===== src/rtl/exc_entry_pkg.sv =====
package exc_entry_pkg;
  localparam int unsigned XLEN = 32;
  localparam int unsigned CODE_W = 5;

  typedef enum logic [4:0] {
    K_NONE = 5'd0,  K_INT  = 5'd1,  K_MOD  = 5'd2,  K_TLBL = 5'd3,
    K_TLBS = 5'd4,  K_ADEL = 5'd5,  K_ADES = 5'd6,  K_IBE  = 5'd7,
    K_DBE  = 5'd8,  K_SYS  = 5'd9,  K_BRK  = 5'd10, K_RI   = 5'd11,
    K_CPU  = 5'd12, K_OV   = 5'd13, K_TRAP = 5'd14, K_FPE  = 5'd15,
    K_WTCH = 5'd16, K_MCHK = 5'd17, K_NMI  = 5'd18, K_SRST = 5'd19,
    K_DSS  = 5'd20, K_DINT = 5'd21, K_DIB  = 5'd22, K_DBP  = 5'd23,
    K_DDBS = 5'd24, K_DDBL = 5'd25
  } exc_kind_e;

  typedef enum logic [1:0] {
    CLS_NONE = 2'd0,
    CLS_GEN  = 2'd1,
    CLS_ERR  = 2'd2,
    CLS_DBG  = 2'd3
  } exc_class_e;

  // status bit positions
  localparam int unsigned ST_EXL = 1;
  localparam int unsigned ST_ERL = 2;
  localparam int unsigned ST_NMI = 19;
  localparam int unsigned ST_SR  = 20;
  localparam int unsigned ST_BEV = 22;
  // cause bit positions
  localparam int unsigned CA_EC_LO = 2;
  localparam int unsigned CA_IV    = 23;
  localparam int unsigned CA_CE_LO = 28;
  localparam int unsigned CA_BD    = 31;
  // debug bit positions
  localparam int unsigned DB_SSTEP = 0;
  localparam int unsigned DB_BP    = 1;
  localparam int unsigned DB_DLD   = 2;
  localparam int unsigned DB_DST   = 3;
  localparam int unsigned DB_IBRK  = 4;
  localparam int unsigned DB_INT   = 5;
  localparam int unsigned DB_W     = 6;

  localparam logic [XLEN-1:0] VEC_BOOT = 32'hBFC0_0200;
  localparam logic [XLEN-1:0] VEC_ERR  = 32'hBFC0_0000;
  localparam logic [XLEN-1:0] VEC_DBG  = 32'hBFC0_0480;
  localparam logic [XLEN-1:0] OFS_GEN  = 32'h0000_0180;
  localparam logic [XLEN-1:0] OFS_RFL  = 32'h0000_0000;
  localparam logic [XLEN-1:0] OFS_INT  = 32'h0000_0200;
  localparam int unsigned EBASE_LSB = 10;
  localparam logic [XLEN-1:0] INSN_BYTES = 32'd4;
endpackage


===== src/rtl/exc_classify.sv =====
module exc_classify
  import exc_entry_pkg::*;
(
  input  logic [4:0]        kind_i,
  input  logic              debug_mode_i,
  output exc_class_e        cls_o,
  output logic [CODE_W-1:0] code_o,
  output logic [DB_W-1:0]   dbg_set_o,
  output logic              is_int_o,
  output logic              is_tlb_o,
  output logic              is_cpu_o,
  output logic              is_sstep_o,
  output logic              is_nmi_o
);
  logic [4:0] eff;

  // interrupt while in debug mode becomes a debug interrupt
  always_comb begin
    eff = kind_i;
    if (kind_i == K_INT && debug_mode_i) eff = K_DINT;
  end

  always_comb begin
    cls_o     = CLS_NONE;
    code_o    = '0;
    dbg_set_o = '0;
    unique case (eff)
      K_INT:  begin cls_o = CLS_GEN; code_o = 5'd0;  end
      K_MOD:  begin cls_o = CLS_GEN; code_o = 5'd1;  end
      K_TLBL: begin cls_o = CLS_GEN; code_o = 5'd2;  end
      K_TLBS: begin cls_o = CLS_GEN; code_o = 5'd3;  end
      K_ADEL: begin cls_o = CLS_GEN; code_o = 5'd4;  end
      K_ADES: begin cls_o = CLS_GEN; code_o = 5'd5;  end
      K_IBE:  begin cls_o = CLS_GEN; code_o = 5'd6;  end
      K_DBE:  begin cls_o = CLS_GEN; code_o = 5'd7;  end
      K_SYS:  begin cls_o = CLS_GEN; code_o = 5'd8;  end
      K_BRK:  begin cls_o = CLS_GEN; code_o = 5'd9;  end
      K_RI:   begin cls_o = CLS_GEN; code_o = 5'd10; end
      K_CPU:  begin cls_o = CLS_GEN; code_o = 5'd11; end
      K_OV:   begin cls_o = CLS_GEN; code_o = 5'd12; end
      K_TRAP: begin cls_o = CLS_GEN; code_o = 5'd13; end
      K_FPE:  begin cls_o = CLS_GEN; code_o = 5'd15; end
      K_WTCH: begin cls_o = CLS_GEN; code_o = 5'd23; end
      K_MCHK: begin cls_o = CLS_GEN; code_o = 5'd24; end
      K_NMI, K_SRST: cls_o = CLS_ERR;
      K_DSS:  begin cls_o = CLS_DBG; dbg_set_o[DB_SSTEP] = 1'b1; end
      K_DINT: begin cls_o = CLS_DBG; dbg_set_o[DB_INT]   = 1'b1; end
      K_DIB:  begin cls_o = CLS_DBG; dbg_set_o[DB_IBRK]  = 1'b1; end
      K_DBP:  begin cls_o = CLS_DBG; dbg_set_o[DB_BP]    = 1'b1; end
      K_DDBS: begin cls_o = CLS_DBG; dbg_set_o[DB_DST]   = 1'b1; end
      K_DDBL: begin cls_o = CLS_DBG; dbg_set_o[DB_DLD]   = 1'b1; end
      default: cls_o = CLS_NONE;
    endcase
  end

  assign is_int_o   = (eff == K_INT);
  assign is_tlb_o   = (eff == K_TLBL) || (eff == K_TLBS);
  assign is_cpu_o   = (eff == K_CPU);
  assign is_sstep_o = (eff == K_DSS);
  assign is_nmi_o   = (eff == K_NMI);
endmodule


===== src/rtl/exc_vector_sel.sv =====
module exc_vector_sel
  import exc_entry_pkg::*;
#(
  parameter int unsigned AW = XLEN
) (
  input  exc_class_e    cls_i,
  input  logic          is_int_i,
  input  logic          is_tlb_i,
  input  logic          refill_i,
  input  logic          exl_i,
  input  logic          bev_i,
  input  logic          iv_i,
  input  logic [AW-1:0] ebase_i,
  output logic [AW-1:0] vec_o
);
  logic [AW-1:0] base;
  logic [AW-1:0] ofs;

  always_comb begin
    if (bev_i) base = VEC_BOOT;
    else       base = {ebase_i[AW-1:EBASE_LSB], {EBASE_LSB{1'b0}}};
  end

  always_comb begin
    if (is_tlb_i && refill_i && !exl_i) ofs = OFS_RFL;
    else if (is_int_i && iv_i)          ofs = OFS_INT;
    else                                ofs = OFS_GEN;
  end

  always_comb begin
    unique case (cls_i)
      CLS_ERR: vec_o = VEC_ERR;
      CLS_DBG: vec_o = VEC_DBG;
      default: vec_o = base + ofs;
    endcase
  end
endmodule


===== src/rtl/exc_ret_addr.sv =====
module exc_ret_addr
  import exc_entry_pkg::*;
#(
  parameter int unsigned AW = XLEN
) (
  input  logic [AW-1:0] pc_i,
  input  logic          in_ds_i,
  input  logic          force_pc_i,
  output logic [AW-1:0] ret_o
);
  // delay slot: resume at the branch
  assign ret_o = (in_ds_i && !force_pc_i) ? pc_i - INSN_BYTES : pc_i;
endmodule


===== src/rtl/exc_entry_ctrl.sv =====
module exc_entry_ctrl
  import exc_entry_pkg::*;
#(
  parameter int unsigned AW = XLEN
) (
  input  logic          clk_i,
  input  logic          rst_ni,
  input  logic          req_i,
  input  logic [4:0]    kind_i,
  input  logic [AW-1:0] pc_i,
  input  logic          in_ds_i,
  input  logic          refill_i,
  input  logic [1:0]    cop_i,
  input  logic [31:0]   status_i,
  input  logic [31:0]   cause_i,
  input  logic [AW-1:0] ebase_i,
  input  logic [AW-1:0] epc_i,
  input  logic [AW-1:0] error_epc_i,
  input  logic [AW-1:0] depc_i,
  input  logic [31:0]   debug_i,
  input  logic          user_mode_i,
  input  logic          debug_mode_i,
  output logic          pc_load_o,
  output logic [AW-1:0] pc_o,
  output logic [AW-1:0] epc_o,
  output logic [AW-1:0] error_epc_o,
  output logic [AW-1:0] depc_o,
  output logic [31:0]   status_o,
  output logic [31:0]   cause_o,
  output logic [31:0]   debug_o,
  output logic          user_mode_o,
  output logic          debug_mode_o,
  output logic          in_ds_o
);
  exc_class_e        cls;
  logic [CODE_W-1:0] code;
  logic [DB_W-1:0]   dbg_set;
  logic              is_int, is_tlb, is_cpu, is_sstep, is_nmi;
  logic [AW-1:0]     vec, ret;
  logic              exl;
  logic              take;

  assign exl  = status_i[ST_EXL];
  assign take = req_i && (cls != CLS_NONE);

  exc_classify u_cls (
    .kind_i      (kind_i),
    .debug_mode_i(debug_mode_i),
    .cls_o       (cls),
    .code_o      (code),
    .dbg_set_o   (dbg_set),
    .is_int_o    (is_int),
    .is_tlb_o    (is_tlb),
    .is_cpu_o    (is_cpu),
    .is_sstep_o  (is_sstep),
    .is_nmi_o    (is_nmi)
  );

  exc_vector_sel #(.AW(AW)) u_vec (
    .cls_i   (cls),
    .is_int_i(is_int),
    .is_tlb_i(is_tlb),
    .refill_i(refill_i),
    .exl_i   (exl),
    .bev_i   (status_i[ST_BEV]),
    .iv_i    (cause_i[CA_IV]),
    .ebase_i (ebase_i),
    .vec_o   (vec)
  );

  exc_ret_addr #(.AW(AW)) u_ret (
    .pc_i      (pc_i),
    .in_ds_i   (in_ds_i),
    .force_pc_i(is_sstep),
    .ret_o     (ret)
  );

  logic [AW-1:0] n_epc, n_eepc, n_depc;
  logic [31:0]   n_status, n_cause, n_debug;
  logic          n_user, n_dmode, n_ds;

  always_comb begin
    n_epc    = epc_i;
    n_eepc   = error_epc_i;
    n_depc   = depc_i;
    n_status = status_i;
    n_cause  = cause_i;
    n_debug  = debug_i;
    n_user   = user_mode_i;
    n_dmode  = debug_mode_i;
    n_ds     = 1'b0;
    unique case (cls)
      CLS_GEN: begin
        if (!exl) begin
          n_epc            = ret;
          n_cause[CA_BD]   = in_ds_i;
          n_status[ST_EXL] = 1'b1;
          n_user           = 1'b0;
        end
        n_cause[CA_EC_LO +: CODE_W] = code;
        if (is_cpu) n_cause[CA_CE_LO +: 2] = cop_i;
      end
      CLS_ERR: begin
        n_eepc           = ret;
        n_status[ST_ERL] = 1'b1;
        n_status[ST_BEV] = 1'b1;
        if (is_nmi) n_status[ST_NMI] = 1'b1;
        else        n_status[ST_SR]  = 1'b1;
        n_user = 1'b0;
        if (!exl) n_cause[CA_BD] = 1'b0;
      end
      CLS_DBG: begin
        n_depc            = ret;
        n_debug[DB_W-1:0] = debug_i[DB_W-1:0] | dbg_set;
        n_dmode           = 1'b1;
        n_user            = 1'b0;
        if (!exl) n_cause[CA_BD] = 1'b0;
        if (is_sstep) n_ds = in_ds_i;
      end
      default: n_ds = in_ds_i;
    endcase
  end

  always_ff @(posedge clk_i or negedge rst_ni) begin
    if (!rst_ni) begin
      pc_load_o    <= 1'b0;
      pc_o         <= '0;
      epc_o        <= '0;
      error_epc_o  <= '0;
      depc_o       <= '0;
      status_o     <= '0;
      cause_o      <= '0;
      debug_o      <= '0;
      user_mode_o  <= 1'b0;
      debug_mode_o <= 1'b0;
      in_ds_o      <= 1'b0;
    end else begin
      pc_load_o <= take;
      if (take) begin
        pc_o         <= vec;
        epc_o        <= n_epc;
        error_epc_o  <= n_eepc;
        depc_o       <= n_depc;
        status_o     <= n_status;
        cause_o      <= n_cause;
        debug_o      <= n_debug;
        user_mode_o  <= n_user;
        debug_mode_o <= n_dmode;
        in_ds_o      <= n_ds;
      end
    end
  end
endmodule


===== config.mk =====
export PLATFORM = sky130hd
export DESIGN_NAME = exc_entry_ctrl
export DESIGN_NICKNAME = d
export VERILOG_FILES = /design/src/rtl/exc_entry_pkg.sv /design/src/rtl/exc_classify.sv /design/src/rtl/exc_vector_sel.sv /design/src/rtl/exc_ret_addr.sv /design/src/rtl/exc_entry_ctrl.sv
export SDC_FILE = /design/constraint.sdc
export NUM_CORES = 1
export LEC_CHECK = 0
export ABC_AREA = 1
export BUFFER_PORTS_ARGS = -buffer_cell sky130_fd_sc_hd__buf_2
export CORE_MARGIN = 2
export CORE_UTILIZATION = 30
export DETAILED_ROUTE_END_ITERATION = 10
export PLACE_DENSITY = 0.53
export SETUP_SLACK_MARGIN = 0.15
export SLEW_MARGIN = 20
export SYNTH_ARGS = -nofsm -noshare
export SYNTH_HDL_FRONTEND = slang
export SYNTH_HIERARCHICAL = 1
export SYNTH_SLANG_ARGS = --single-unit

===== constraint.sdc =====
create_clock -name clk_i -period 0.8 [get_ports clk_i]
set_input_delay 0.16 -clock clk_i [delete_from_list [all_inputs] [get_ports clk_i]]
set_output_delay 0.16 -clock clk_i [all_outputs]
set_load 0.05 [all_outputs]

**Word level (Yosys, flattened, before mapping)**

Index checks and enable logic that the tools add are counted.
W data, S select, Z words.

- Add/sub/neg operators: 2
- Eq/ne operators: 29
- Mux-type cells: 36
- Bitwise gates (word level): 1
- Reduce and logical (&&, ||, !) cells: 15

Operator list:

| cell | number |
|---|---|
| $mux W32 | 7 |
| $pmux W5 S16 | 1 |
| $pmux W32 S2 | 1 |
| $eq A5 B5 Y1 const B | 10 |
| $eq A5 B4 Y1 const B | 8 |
| $add A32 B32 Y32 | 1 |
| $sub A32 B3 Y32 const B | 1 |
| $eq A5 B3 Y1 const B | 4 |
| $reduce_or A17 Y1 | 1 |
| $mux W1 | 16 |
| $eq A5 B1 Y1 const B | 2 |
| $eq A5 B2 Y1 const B | 2 |
| $mux W10 | 1 |
| $mux W5 | 2 |
| $logic_and A1 B1 Y1 | 6 |
| $mux W2 | 3 |
| $mux W6 | 1 |
| $or A6 B6 Y6 | 1 |
| $pmux W1 S2 | 3 |
| $pmux W2 S3 | 1 |
| $reduce_or A2 Y1 | 3 |
| $reduce_or A6 Y1 | 1 |
| $eq A2 B2 Y1 const B | 2 |
| $eq A2 B1 Y1 const B | 1 |
| 3 further kinds | 4 |

- Flip-flop bits (word level): 228
- Input port bits: 270
- Output and inout port bits: 228
- Logic and storage cells: 94

**Logic depth before layout (Yosys ltp)**

- Word-level depth: 10
- Depth in mapped cells: 22

**Modules after synthesis**

Netlist, hierarchy kept.

By module, submodules not included:

| module | instances | cells each | area each (sq um) | seq. area each (sq um) |
|---|---|---|---|---|
| exc_entry_ctrl | 1 | 1,238 | 9,899.5 | 5,705.5 |
| exc_ret_addr | 1 | 198 | 1,031.0 | 0.0 |
| exc_vector_sel | 1 | 177 | 802.0 | 0.0 |
| exc_classify | 1 | 94 | 467.9 | 0.0 |

**Least setup slack after synthesis**

Ideal clock, no wire load.

- Path type: input-to-reg
- Start: in kind_i[3]
- End: reg pc_o[22]
- Library setup time: 0.119 ns
- Arrival: 2.126 ns
- Path slack: -1.445 ns
- Cell stages on the path: 20
- Buffers on the path: 1
- Cell sequence: buf_4 -> nor2_1 -> nand3_4 -> nand2_4 -> inv_4 -> nand2_1 -> inv_1 -> nand2_1 -> nor2_1 -> nor2_1 -> ha_1 -> nand3_1 -> nor2_2 -> nand2_1 -> nor2_2 -> nor2_1 -> nor2_1 -> nand2_1 -> nand2_1 -> nand2_1

- Word-level cells in the longest chain between the ends: 10

RTL lines:

| what | RTL line | source |
|---|---|---|
| start, declared | exc_entry_ctrl.sv:9 | `input logic [4:0] kind_i,` |
| $eq A5 B1 Y1 | exc_classify.sv:20 | `if (kind_i == K_INT && debug_mode_i) eff = K_DINT;` |
| $logic_and A1 B1 Y1 | exc_classify.sv:20 |  |
| $mux W5 * | exc_classify.sv:20 |  |
| $eq A5 B2 Y1 / $eq A5 B3 Y1 (equally long branches) | exc_classify.sv:57 | `assign is_tlb_o = (eff == K_TLBL) \|\| (eff == K_TLBS);` |
| $logic_or A1 B1 Y1 * | exc_classify.sv:57 |  |
| net is_tlb | exc_entry_ctrl.sv:38 | `logic is_int, is_tlb, is_cpu, is_sstep, is_nmi;` |
| $logic_and A1 B1 Y1 * (2 in a row) | exc_vector_sel.sv:25 | `if (is_tlb_i && refill_i && !exl_i) ofs = OFS_RFL;` |
| $mux W32 * | exc_vector_sel.sv:25 |  |
| $add A32 B32 Y32 * | exc_vector_sel.sv:34 | `default: vec_o = base + ofs;` |
| $pmux W32 S2 * | exc_vector_sel.sv:31 | `unique case (cls_i)` |
| net vec[22] | exc_entry_ctrl.sv:39 | `logic [AW-1:0] vec, ret;` |
| end signal, assigned | exc_entry_ctrl.sv:140 | `pc_o <= vec;` |
| end, declared | exc_entry_ctrl.sv:24 | `output logic [AW-1:0] pc_o,` |

The timed path passes the listed nets; every way through them passes the cells marked *.
A chain may end at the register's enable or synchronous reset.

**Final worst setup path**

- Start: in kind_i[1]
- End: reg error_epc_o[16]

- Word-level cells in the longest chain between the ends: 8

RTL lines:

| what | RTL line | source |
|---|---|---|
| $eq A5 B1 Y1 | exc_classify.sv:20 |  |
| $logic_and A1 B1 Y1 | exc_classify.sv:20 |  |
| $mux W5 * | exc_classify.sv:20 |  |
| $eq A5 B4 Y1 (tied with other cells) | exc_classify.sv:27 | `unique case (eff)` |
| $reduce_or A17 Y1 (no source line) (tied with other cells) | -- |  |
| $pmux W2 S3 * | exc_classify.sv:27 |  |
| net cls[0] | exc_entry_ctrl.sv:35 | `exc_class_e cls;` |
| $eq A2 B2 Y1 / $reduce_bool A2 Y1 (equally long branches) | exc_entry_ctrl.sv:92, exc_entry_ctrl.sv:44 |  |
| $mux W32 / $logic_and A1 B1 Y1 (equally long branches) | exc_entry_ctrl.sv:92, exc_entry_ctrl.sv:44 |  |
| end signal, assigned | exc_entry_ctrl.sv:142 | `error_epc_o <= n_eepc;` |
| end, declared | exc_entry_ctrl.sv:26 | `output logic [AW-1:0] error_epc_o,` |

Marked as above.

==> results.cfg <==
[detailed_routing]
num_vias = 15300
antenna_left = 0
drt_pass1_iterations = 5
vias_per_cell = 4.73
drt_wl_total_um = 64400
drtIter0Drc = 789
wire_per_inst_um = 19.9
post-route-drc-count = 0

[pwr]
irDropWorstVdd_v = 0.00188
p_total_mw = 60.8
leakage_nw = 12.9
power_density_nw_per_um2 = 2450

[setup_path]
crit_slowest_cell = clkbuf_16
crit_arrival_ns = 2.20
path_max_fanout = 10
max_stage_delay_ns = 0.20
startpoint_type = input pin
cp.required_ns = 1.25
end_kind = flip-flop
worst-path-buf-inv = 6
path_class = input pin to flip-flop
crit_chain = buf_8, nor2_4, nand3_4, buf_6, nand3_4, nand2_4, nor2_4, nand3_4, nor2_4, nand2_4, buf_12, buf_8, clkinv_8, nand2_8, clkbuf_16, o211ai_1, nand2_1
crit_family = simple AND/OR/NAND/NOR gates

[global_route]
grt_pass1_wl_um = 83400
grt_pass1_vias = 14900
track_usage = 0.256
overflow = 0
grt_max_degree = 62
antenna_found_initial = 20

[sta]
timing.fmax_ghz = 0.571
holdWs_ns = -0.0222
fin_ws_ns = -0.951
tightest_slew_ns = 0.534
tns_ns = -317.69
fin_crit_sh = 2.19
hold_viol = 2
slew_headroom = 0.640
drv_slew = 0
setup_violations = 456
finalCriticalPeriod_ns = 1.75
rsz0062_at_grt = true
clock_skew_ns = 0

[place]
post-place-ws_ns = -1.61
numPortBuffers = 487
post_dp_cell_area_um2 = 17500
gp_congestion = 0.901
hpwl_um = 38300

[synth]
synth_most_common_cell = nand2_1
synth_area_leaders = dfrtp_1 47%, nand2_1 23%, inv_1 5.3%
ys_warn_count = 6
ys_seq_area_frac = 0.468
synthXorXnorAreaFrac = 0.0128
synth_top_family_by_area = simple AND/OR/NAND/NOR gates
synth_mux_area_frac = 0
synth_edf_count = 0
synth_top_cell_area_share = 0.468
syn_area_um2 = 12200
synth_area_per_cell_um2 = 7.15
synth-main-ff-cell = dfrtp_1
synth_adder_area_share = 0.00205
netlist_instances = 1707
synthArstFlopShare = 1.00
synth.distinct_cells = 35
synth_seq_cells = 228
synthSimpleGateAreaFrac = 0.357
synth-compound-area-share = 0.0642
synth_common_cells = 753 x nand2_1, 228 x dfrtp_1, 172 x inv_1
synth_top_area_cell = dfrtp_1

[cells_and_area]
finalNetCount = 2947
syn_to_final_growth_pct = 103
drive_above_1_share = 0.569
stdcell_area_um2 = 24800

[clock_tree]
htreeDepth = 1
root_buffer = clkbuf_16
path_clk_slew_ns = 0.06
cts-buffers-inserted = 29
clkSinkCount = 228
insertion_delay_ns = 0.56
cts_hold_buf = 199
cts_tree = done
clockBufferDepth = 3

[floorplan]
initial_core_util = 0.306
die_h_um = 206
fp.dieArea_um2 = 42300
die_x_um = 206
num_rows = 73
num_io_pins = 498
core_um2 = 39900

[run]
maxCapViolCount = 0

[worst_hold_path]
hp-class = input pin to flip-flop

[outcome]
status = complete, but fails checks
violations = hold timing, setup timing
-- sequential cells by signal (all words and copies together), names as in the netlist, 32 cells and up --
signal	flops
cause_o	32
debug_o	32
depc_o	32
epc_o	32
error_epc_o	32
pc_o	32
status_o	32
-- what timing repair did --
item	4_1_cts	5_1_grt
hold endpoints to repair	428	3
pin swaps	42	109
resized for setup	184	454
cloned	21	44
endpoints found under the setup margin	456	460
buffers inserted	31	24
-- cells in the final DEF (no fill, tap or decap), types with 30 or more instances in the layout --
| cell | count |
|---|---|
| buf_12 | 66 |
| buf_2 | 462 |
| buf_4 | 177 |
| buf_6 | 30 |
| clkbuf_16 | 59 |
| dfrtp_2 | 228 |
| dlygate4sd3_1 | 199 |
| inv_1 | 164 |
| nand2_1 | 476 |
| nand2_2 | 179 |
| nand2_4 | 105 |
| nand3_1 | 67 |
| nor2_1 | 116 |
| nor2_4 | 33 |
| o211ai_1 | 32 |
-- where the power goes --
part,internal (mW),switching [mW]
registers,14.9,2.48
clock network,8.05,5.40
logic,10.5,19.4
total,33.5,27.3
-- metal layers --
metal	share of wire	vias to the layer above	global-route usage	routed length, um
met1	0.39	7276	0.290	24800
met5	0.0019	-	0	123
li1	-	7204	-	-
met2	0.49	598	0.452	31700
met4	0.044	20	0.110	2850
met3	0.076	173	0.0703	4880
-- cells by family after synthesis --
group,after synthesis
adder cells (fa/ha/maj),2
flip-flops,228
XOR/XNOR,17
other,1
buffers and inverters,270
AND/OR/NAND/NOR,1053
AO/OA/AOI/OAI,136
-- worst paths after layout --
path                             start  slack [ns]         endpoint  cells after the start
max in group asynchronous       rst_ni        0.19       depc_o[13]                      4
min in group asynchronous       rst_ni           0      debug_o[10]                      2
setup reg to reg            cause_o[3]        0.06       cause_o[3]                      2
hold / removal             ebase_i[25]       -0.02         pc_o[25]                      5
hold reg to reg              epc_o[29]        0.47        epc_o[29]                      2
setup / recovery             kind_i[1]       -0.95  error_epc_o[16]                     17
-- per-stage QoR --
step	instances	hold slack, ns	utilization
after floorplan	1713	-0.136	-
after global placement	2851	-0.0239	0.438
after detailed placement	2851	-0.0231	0.438
after CTS	3152	-0.0735	0.550
after global routing	3227	-0.00685	0.621
final	3229	-0.0222	0.621
-- tightest hold or removal path: stages --
cell     delay, ns
buf_2         0.09
o21ai_1       0.05
nand3_1       0.10
nand2_2       0.05
nand2_1       0.05
-- final cells by class --
type                       instances  area (um2)
tap                              525         657
antenna                            9        22.5
timing repair inverter             2        41.3
clock buffer                      39         813
fill                            3349       15100
sequential                       228        5990
clock inverter                    12         148
inverter                         184         747
multi-input combinational       1218        7250
timing repair buffer            1012        9110
No activity file was read; power rests on OpenSTA's default activity.
